==> src/rtl/agu_pkg.sv <==
package agu_pkg;
    localparam int ADDR_W     = 24;
    localparam int PAGE_W     = 8;
    localparam int SHORT_STEP = 2;
    localparam int LONG_STEP  = 3;

    typedef enum logic {
        MODE_PAGED = 1'b0,
        MODE_FLAT  = 1'b1
    } amode_t;
endpackage

==> src/rtl/agu_mode.sv <==
module agu_mode
    import agu_pkg::*;
#(
    parameter int PAGE_W_P = PAGE_W
) (
    input  logic                clk,
    input  logic                rst,
    input  logic                mode_set_i,
    input  logic                mode_val_i,
    input  logic                page_we_i,
    input  logic [PAGE_W_P-1:0] page_wdata_i,
    output amode_t              mode_q_o,
    output amode_t              mode_nxt_o,
    output logic [PAGE_W_P-1:0] page_q_o
);
    amode_t              mode_q;
    logic [PAGE_W_P-1:0] page_q;

    always_comb mode_nxt_o = mode_set_i ? amode_t'(mode_val_i) : mode_q;

    always_ff @(posedge clk) begin
        if (rst) begin
            mode_q <= MODE_PAGED;
            page_q <= '0;
        end else begin
            mode_q <= mode_nxt_o;
            if (page_we_i) page_q <= page_wdata_i;
        end
    end

    assign mode_q_o = mode_q;
    assign page_q_o = page_q;

    // reset returns to paged mode
    a_r1_mode_reset: assert property (@(posedge clk) rst |=> mode_q == MODE_PAGED);
    // mode only moves on its own strobe
    a_r2_mode_hold: assert property (@(posedge clk) disable iff (rst)
        !mode_set_i |=> $stable(mode_q));
    a_r2_mode_load: assert property (@(posedge clk) disable iff (rst)
        mode_set_i |=> mode_q == amode_t'($past(mode_val_i)));
    // page base only moves on a write
    a_r9_page_hold: assert property (@(posedge clk) disable iff (rst)
        !page_we_i |=> $stable(page_q));
endmodule

==> src/rtl/agu_pc.sv <==
module agu_pc
    import agu_pkg::*;
#(
    parameter int ADDR_W_P = ADDR_W,
    parameter int PAGE_W_P = PAGE_W
) (
    input  logic                clk,
    input  logic                rst,
    input  amode_t              mode_nxt_i,
    input  logic                adv_i,
    input  logic                jmp_i,
    input  logic [ADDR_W_P-1:0] target_i,
    output logic [ADDR_W_P-1:0] pc_o
);
    localparam int OFS_W = ADDR_W_P - PAGE_W_P;

    logic [ADDR_W_P-1:0] pc_q;
    logic [ADDR_W_P-1:0] pc_d;

    always_comb begin
        pc_d = pc_q;
        if (jmp_i) begin
            pc_d = target_i;
        end else if (adv_i) begin
            if (mode_nxt_i == MODE_FLAT)
                pc_d = pc_q + ADDR_W_P'(1);
            else
                pc_d[OFS_W-1:0] = pc_q[OFS_W-1:0] + OFS_W'(1);
        end
        if (mode_nxt_i == MODE_PAGED)
            pc_d[ADDR_W_P-1:OFS_W] = '0;
    end

    always_ff @(posedge clk) begin
        if (rst) pc_q <= '0;
        else     pc_q <= pc_d;
    end

    assign pc_o = pc_q;

    // flat jump lands exactly on the target
    a_r5_flat_jump: assert property (@(posedge clk) disable iff (rst)
        (jmp_i && mode_nxt_i == MODE_FLAT) |=> pc_q == $past(target_i));
    // flat advance without jump moves by one
    a_r4_flat_step: assert property (@(posedge clk) disable iff (rst)
        (adv_i && !jmp_i && mode_nxt_i == MODE_FLAT) |=> pc_q == $past(pc_q) + ADDR_W_P'(1));
endmodule

==> src/rtl/agu_stack.sv <==
module agu_stack
    import agu_pkg::*;
#(
    parameter int ADDR_W_P = ADDR_W,
    parameter int PAGE_W_P = PAGE_W,
    parameter int SHORT_P  = SHORT_STEP,
    parameter int LONG_P   = LONG_STEP
) (
    input  logic                        clk,
    input  logic                        rst,
    input  amode_t                      mode_i,
    input  logic                        push_i,
    input  logic                        pop_i,
    output logic [ADDR_W_P-PAGE_W_P-1:0] sps_o,
    output logic [ADDR_W_P-1:0]         spl_o
);
    localparam int OFS_W = ADDR_W_P - PAGE_W_P;

    logic [OFS_W-1:0]    sps_q, sps_d;
    logic [ADDR_W_P-1:0] spl_q, spl_d;
    logic                moves;

    assign moves = push_i ^ pop_i;

    always_comb begin
        sps_d = sps_q;
        spl_d = spl_q;
        if (moves) begin
            if (mode_i == MODE_FLAT)
                spl_d = push_i ? spl_q - ADDR_W_P'(LONG_P) : spl_q + ADDR_W_P'(LONG_P);
            else
                sps_d = push_i ? sps_q - OFS_W'(SHORT_P) : sps_q + OFS_W'(SHORT_P);
        end
    end

    always_ff @(posedge clk) begin
        if (rst) begin
            sps_q <= '0;
            spl_q <= '0;
        end else begin
            sps_q <= sps_d;
            spl_q <= spl_d;
        end
    end

    assign sps_o = sps_q;
    assign spl_o = spl_q;

    // the inactive pointer never moves
    a_r7_spl_idle: assert property (@(posedge clk) disable iff (rst)
        mode_i == MODE_PAGED |=> $stable(spl_q));
    a_r7_sps_idle: assert property (@(posedge clk) disable iff (rst)
        mode_i == MODE_FLAT |=> $stable(sps_q));
    // simultaneous push and pop cancel
    a_r8_cancel: assert property (@(posedge clk) disable iff (rst)
        (push_i && pop_i) |=> ($stable(sps_q) && $stable(spl_q)));
    // a paged pop undoes a paged push
    a_r6_short_pop: assert property (@(posedge clk) disable iff (rst)
        (pop_i && !push_i && mode_i == MODE_PAGED) |=> sps_q - OFS_W'(SHORT_P) == $past(sps_q));
endmodule

==> src/rtl/addr_gen_unit.sv <==
module addr_gen_unit
    import agu_pkg::*;
#(
    parameter int ADDR_W_P = ADDR_W,
    parameter int PAGE_W_P = PAGE_W,
    parameter int SHORT_P  = SHORT_STEP,
    parameter int LONG_P   = LONG_STEP
) (
    input  logic                clk,
    input  logic                rst,
    input  logic                adv_i,
    input  logic                jmp_i,
    input  logic [ADDR_W_P-1:0] jmp_target_i,
    input  logic                push_i,
    input  logic                pop_i,
    input  logic                mode_set_i,
    input  logic                mode_val_i,
    input  logic                page_we_i,
    input  logic [PAGE_W_P-1:0] page_wdata_i,
    output logic [ADDR_W_P-1:0] fetch_addr_o,
    output logic [ADDR_W_P-1:0] stack_addr_o,
    output logic                mode_o
);
    localparam int OFS_W = ADDR_W_P - PAGE_W_P;

    amode_t              mode_q, mode_nxt;
    logic [PAGE_W_P-1:0] page_q;
    logic [ADDR_W_P-1:0] pc_q, spl_q;
    logic [OFS_W-1:0]    sps_q;

    agu_mode #(.PAGE_W_P(PAGE_W_P)) u_mode (
        .clk(clk), .rst(rst),
        .mode_set_i(mode_set_i), .mode_val_i(mode_val_i),
        .page_we_i(page_we_i), .page_wdata_i(page_wdata_i),
        .mode_q_o(mode_q), .mode_nxt_o(mode_nxt), .page_q_o(page_q)
    );

    agu_pc #(.ADDR_W_P(ADDR_W_P), .PAGE_W_P(PAGE_W_P)) u_pc (
        .clk(clk), .rst(rst), .mode_nxt_i(mode_nxt),
        .adv_i(adv_i), .jmp_i(jmp_i), .target_i(jmp_target_i),
        .pc_o(pc_q)
    );

    agu_stack #(.ADDR_W_P(ADDR_W_P), .PAGE_W_P(PAGE_W_P),
                .SHORT_P(SHORT_P), .LONG_P(LONG_P)) u_stack (
        .clk(clk), .rst(rst), .mode_i(mode_q),
        .push_i(push_i), .pop_i(pop_i),
        .sps_o(sps_q), .spl_o(spl_q)
    );

    always_comb begin
        if (mode_q == MODE_FLAT) begin
            fetch_addr_o = pc_q;
            stack_addr_o = spl_q;
        end else begin
            fetch_addr_o = {page_q, pc_q[OFS_W-1:0]};
            stack_addr_o = {page_q, sps_q};
        end
    end

    assign mode_o = (mode_q == MODE_FLAT);

    // paged mode keeps PC upper bits at zero
    a_r10_pc_upper_zero: assert property (@(posedge clk) disable iff (rst)
        !mode_o |-> pc_q[ADDR_W_P-1:OFS_W] == '0);
    // paged addresses carry the page base
    a_r3_page_join: assert property (@(posedge clk) disable iff (rst)
        !mode_o |-> (fetch_addr_o[ADDR_W_P-1:OFS_W] == page_q &&
                     stack_addr_o[ADDR_W_P-1:OFS_W] == page_q));
endmodule

==> config.mk <==
export PLATFORM = sky130hd
export DESIGN_NAME = addr_gen_unit
export DESIGN_NICKNAME = d
export VERILOG_FILES = /design/src/rtl/agu_pkg.sv /design/src/rtl/agu_mode.sv /design/src/rtl/agu_pc.sv /design/src/rtl/agu_stack.sv /design/src/rtl/addr_gen_unit.sv
export SDC_FILE = /design/constraint.sdc
export NUM_CORES = 1
export LEC_CHECK = 0
export ABC_AREA = 1
export BUFFER_PORTS_ARGS = -buffer_cell sky130_fd_sc_hd__buf_2
export CORE_ASPECT_RATIO = 0.5
export CORE_MARGIN = 2
export CORE_UTILIZATION = 55
export DETAILED_ROUTE_END_ITERATION = 7
export PLACE_DENSITY = 0.77
export SYNTH_ARGS = -nofsm -noshare
export SYNTH_HDL_FRONTEND = slang
export SYNTH_SLANG_ARGS = --single-unit
==> constraint.sdc <==
create_clock -name clk -period 1.75 [get_ports clk]
set_input_delay 0.0875 -clock clk [delete_from_list [all_inputs] [get_ports clk]]
set_output_delay 0.0875 -clock clk [all_outputs]
set_load 0.01 [all_outputs]
# Word-level counts from Yosys, hierarchy flattened
# Cells that the tools add are included.
dict set report totals {
  register_bits 73
  elab_cells 30
  input_bits 41
}
dict set report classes {
  addsub 6
  bitwise 3
  n_reduce_logical 6
  n_mux 9
}
# cell count
set op_table {}
lappend op_table {{two-way mux 24 bit} 5}
lappend op_table {{two-way mux 16 bit} 2}
lappend op_table {{adder 24 x 1 -> 24 bit (second input constant)} 1}
lappend op_table {{adder 24 x 2 -> 24 bit (second input constant)} 1}
lappend op_table {{subtractor 24 x 2 -> 24 bit (second input constant)} 1}
lappend op_table {{adder 16 x 1 -> 16 bit (second input constant)} 1}
lappend op_table {{adder 16 x 2 -> 16 bit (second input constant)} 1}
lappend op_table {{subtractor 16 x 2 -> 16 bit (second input constant)} 1}
lappend op_table {{two-way mux 8 bit} 1}
lappend op_table {{AND reduction 2 bit} 3}
lappend op_table {{nonzero test 2 bit} 2}
lappend op_table {{inverter 1 bit} 2}
lappend op_table {{OR reduction 2 bit} 1}
lappend op_table {{two-way mux 1 bit} 1}
lappend op_table {{bitwise XOR 1 bit} 1}

# Longest topological paths before layout
dict set report logic_depth {
  word_depth 4
  mapped_depth 14
}

# Cells and area by module
# From an unflattened synthesis, not the netlist that was laid out.
dict set report hier_totals {
  cells_unflattened 1039
  area_unflattened_um2 6327.3
}
# mod cells_per_inst area_per_inst_um2 instances seq_area_each_um2
set modules_own_cells {}
lappend modules_own_cells {agu_stack 638 3827.4 1 780.7}
lappend modules_own_cells {agu_pc 263 1741.7 1 480.5}
lappend modules_own_cells {addr_gen_unit 95 440.4 1 0.0}
lappend modules_own_cells {agu_mode 43 317.8 1 180.2}

# Worst setup path after synthesis
# No wires, ideal clock.
dict set report synth_timing {
  kind {register -> register}
  start {reg u_stack.sps_q[1], in the netlist u_stack.sps_o[1]}
  end {reg u_stack.sps_q[9], in the netlist u_stack.sps_o[9]}
  stages_incl_launch_ff 11
  synth_period_minus_slack_ps 1629
  arrival_time_ps 1516
  n_path_buf 0
  setup_ps 113
  path_slack_ps 121
  path_cell_list {dfxtp_1 inv_1 fa_1 o21ai_1 nand2_1 nand2_1 nand2_1 nand3_1 nand2_1 o21ai_1 inv_1}
}
dict set report synth_via {
  elab_chain_cells 2
  word_cells_on_any_way 3
  cone_classes {add/sub (2); mux (1)}
}
# element line
set synth_lines {}
lappend synth_lines {{start: declaration} agu_stack.sv:19} ;# logic [OFS_W-1:0] sps_q, sps_d;
lappend synth_lines {{start signal: assignment} agu_stack.sv:41} ;# sps_q <= sps_d;
lappend synth_lines {{adder 16 x 2 -> 16 bit or subtractor 16 x 2 -> 16 bit (tied branches)} agu_stack.sv:32} ;# sps_d = push_i ? sps_q - OFS_W'(SHORT_P) : sps_q + OFS_W'(SHORT_P);
lappend synth_lines {{two-way mux 16 bit (*)} agu_stack.sv:32}
# Mark *: on every way between the ends. The rest lies on a longest branch, timed or not.
# A chain may end at the register's enable or synchronous reset.

# Worst setup path after layout
dict set report layout_timing {
  start {reg u_stack.spl_q[13], in the netlist u_stack.spl_o[13]}
  end {reg u_stack.spl_q[18], in the netlist u_stack.spl_o[18]}
}
dict set report layout_via {
  elab_chain_cells 2
  word_cells_on_any_way 3
  cone_classes {add/sub (2); mux (1)}
}
# element line
set layout_lines {}
lappend layout_lines {{start: declaration} agu_stack.sv:20} ;# logic [ADDR_W_P-1:0] spl_q, spl_d;
lappend layout_lines {{start signal: assignment} agu_stack.sv:42} ;# spl_q <= spl_d;
lappend layout_lines {{adder 24 x 2 -> 24 bit or subtractor 24 x 2 -> 24 bit (tied branches)} agu_stack.sv:30} ;# spl_d = push_i ? spl_q - ADDR_W_P'(LONG_P) : spl_q + ADDR_W_P'(LONG_P);
lappend layout_lines {{two-way mux 24 bit (*)} agu_stack.sv:30}
# Marked as above.

==> results.md <==
- Post-synthesis simple-gate area fraction: 35.54%
- Num CTS Buffers: 9
- R2R Path End: u_stack.spl_o[18]
- Slowest stage delay, CP: 0.40 ns
- Max VDD drop: 0.4668 mV
- Starting Density: 56.68%
- Cell breakdown of the critical path: ha_4 -> nand2_1 -> inv_1 -> a21oi_2 -> nor2_1 -> nor2_1 -> nand2_1 -> nand2_1 -> nand3_1 -> nand2_1 -> inv_1
- Power Dens Cells: 700.3 nW/um^2
- Synth top area share: 23.09%
- Minimum clock period after layout: 1.688 ns
- R2r startpoint: u_stack.spl_o[13]
- Vias: 7,203
- Status: completed
- Multiplexer area fraction after synthesis: 0%
- IO Port Bufs: 89
- Antenna violations before repair: 0
- CTS tree: done
- Synth Area in Compound Gates: 15.51%
- WP buf/inv: 2
- HPWL Detailed: 14,420 um
- Number of placement rows: 27
- Post-route ant nets: 0
- Antenna fix cells: 0
- Vias in the first global route: 6,634
- Synth top area cells: dfxtp_1 23%, nand2_1 20%, inv_1 11%
- Root Driver: clkbuf_16
- Placed Cells: 1,324
- Finished Layout Cells: 1,350
- Max-Cap Viols: 0
- Worst Tran Pin Value: 0.9160 ns
- Leak pwr: 4.112 nW
- Setup Total Neg Slack: 0 ns
- Hold_ws: 0.007931 ns
- Crit path DAT: 1.93 ns
- Reg2reg setup slack: 0.06 ns
- Main combinational cell family by area after synthesis: simple AND/OR/NAND/NOR gates
- Sequential area share after synthesis: 23.09%
- Setup Crit Path Kind: reg -> reg
- Routed len/inst: 14.32 um
- Crit Path Max Fanout: 4
- Total grt overflow: 0
- # H-tree levels: 3
- XOR/XNOR share of the synthesized area: 3.067%
- Largest net degree at the start of global routing: 31
- Tightest Hold Check Type: in -> reg
- Final Skew: 0.008180 ns
- Net Count, Synth: 1,140
- Max Slew Vio Count: 0
- Power, Total: 5.532 mW
- Crit start category: flip-flop
- Avg Inst Size Synth: 5.883 um^2
- Core region area: 11,010 um^2
- Max clock buf depth: 2
- Die area: 12,270 um^2
- Worst hold endpoint: u_mode.page_q_o[1]
- Clk_lat worst skew: 0.34 ns
- Final wirelength: 19,330 um
- Placement Cell Area: 7187 um^2
- First-pass GRT wire length: 30,770 um
- WP data required: 1.99 ns
- DRT Pass-1 Iters: 5
- Post-route cell area: 7900 um^2
- Register-to-Register Path Depth: 11
- Endpoints failing hold: 0
- Final worst slack: 0.06182 ns
- Hold path depth: 3
- Synth Area in Adders: 7.857%
- Total clock sinks: 72
- I/O pin cnt: 90
- Max Freq: 592.4 MHz
- Tot GR Track Use: 31.33%
- Min-delay src: page_wdata_i[1]
- Synth unique cells: 41
- CP most frequent cell: nand2_1
- Setup violators final: 0
- Chip width: 154.7 um
- Post-Syn Instances: 1,061
- Area growth, synth to finish: 26.56%
- DP Worst Slack: -0.08426 ns
- Final Cycle Share: 96.47%
- Post-Syn Area: 6242 um^2
- Vias/cell: 5.336
- Clock transition at the registers of the reported paths: 0.06 ns
- GPL Wtd Cong: 0.9078
- CP endpoint kind: flip-flop
- Remaining DRCs: 0
- Die Ht: 79.33 um
- Area leader, netlist: dfxtp_1
- Crit path max-delay family: simple AND/OR/NAND/NOR gates
- Ys Warns: 0
- Layout cell share with drive strength beyond 1: 22.32%
- Critical path's slowest cell: dfxtp_2
- Max-Slew Margin vs Limit: 38.71%
- Fin util: 71.73%
- DRT iter0 DRCs: 460
- Final Net Count: 1,279
- Yosys reg bits: 72
## metal layers
layer,global-route usage (%),vias up,wire (um)
met5,0,-,0
met2,55.36,261,9129
met1,39.60,3290,8580
met4,9.722,0,400
met3,5.076,37,1216
li1,-,3615,-
## cell families after synthesis
family	after synthesis
xor gates and xnor gates	21
AOI/OAI and AO/OA	172
adders and majority gates	38
DFF	72
buffers and inverters	220
and+or+nand+nor	538
## cell type report
cell class | instances | area, um^2
Timing Repair Buffer | 169 | 1114
Clock buffer | 10 | 229.0
Tap cell | 145 | 181.4
Inverter | 179 | 674.4
Fill cell | 971 | 3113
Sequential cell | 72 | 1459
Multi-Input combinational cell | 769 | 4199
Clock inverter | 6 | 43.79
## tightest hold or removal path: stages
cell    delay [ns]
buf_2         0.08
nor2_1        0.04
nor2_1        0.10
## report_power, final
part           internal, mW  switching (mW)  leakage [nW]
Clock                 0.969           0.789         0.133
Combinational         0.790            1.10          3.38
Sequential             1.77           0.116         0.597
## state kept, by name, indices dropped and copies added, names as in the netlist
| register | count |
|---|---|
| u_pc.pc_o | 24 |
| u_stack.spl_o | 24 |
| u_stack.sps_o | 15 |
| u_mode.page_q_o | 8 |
| u_mode.mode_q_o | 1 |
## how the worst max path moves through the flow
stage | start | end | slack (ns) | depth (start not counted)
2_1_floorplan | u_stack.sps_o[1] | u_stack.sps_o[9] | 0.12 | 10
3_3_place_gp | push_i | u_stack.spl_o[17] | -0.10 | 12
3_5_place_dp | push_i | u_stack.spl_o[17] | -0.08 | 12
4_1_cts | u_stack.spl_o[4] | u_stack.spl_o[16] | 0.004 | 9
5_1_grt | u_stack.spl_o[17] | u_stack.spl_o[18] | -0.04 | 10
6_report | u_stack.spl_o[13] | u_stack.spl_o[18] | 0.06 | 11
## cells in the final DEF (no fill, tap or decap), types with 3 or more instances in the layout
cell,n
a21o_1,3
a21oi_1,59
a21oi_2,14
a22oi_1,5
a31oi_1,7
buf_12,4
buf_2,89
buf_4,69
clkbuf_16,9
dfxtp_1,60
dfxtp_2,11
dlygate4sd3_1,7
ha_1,18
ha_4,17
inv_1,174
inv_2,4
nand2_1,321
nand2_2,12
nand3_1,67
nand3b_1,3
nand4_1,13
nor2_1,88
nor2_2,18
nor3_1,4
o211ai_1,6
o21a_1,4
o21ai_0,62
o21ai_1,3
o21bai_1,6
xnor2_1,5
xor2_1,15
## cell usage after synthesis, drive strengths merged
| master | n |
|---|---|
| o211ai | 6 |
| a21boi | 1 |
| o21ai | 66 |
| or2 | 2 |
| fa | 2 |
| a22oi | 5 |
| inv | 179 |
| nand4 | 13 |
| nor2 | 109 |
| a21o | 3 |
| o221ai | 1 |
| o21a | 4 |
| ha | 36 |
| xnor2 | 6 |
| nor4 | 1 |
| xor2 | 15 |
| a21oi | 73 |
| nand3 | 68 |
| nand3b | 3 |
| buf | 29 |
| and2 | 3 |
| nor3b | 1 |
| nor3 | 5 |
| dfxtp | 72 |
| nand2 | 333 |
| clkbuf | 12 |
| o21bai | 6 |
| a31oi | 7 |
## timing repair
| action | 4_1_cts | 5_1_grt |
|---|---|---|
| pin swaps | 0 | 8 |
| endpoints found under the hold margin | 7 | 0 |
| buffers inserted | 0 | 3 |
| setup endpoints to repair | 2 | 24 |
| gates resized for setup | 1 | 74 |
| hold buffers | 7 | 0 |
Note: power is estimated with default switching activity, not from simulation.
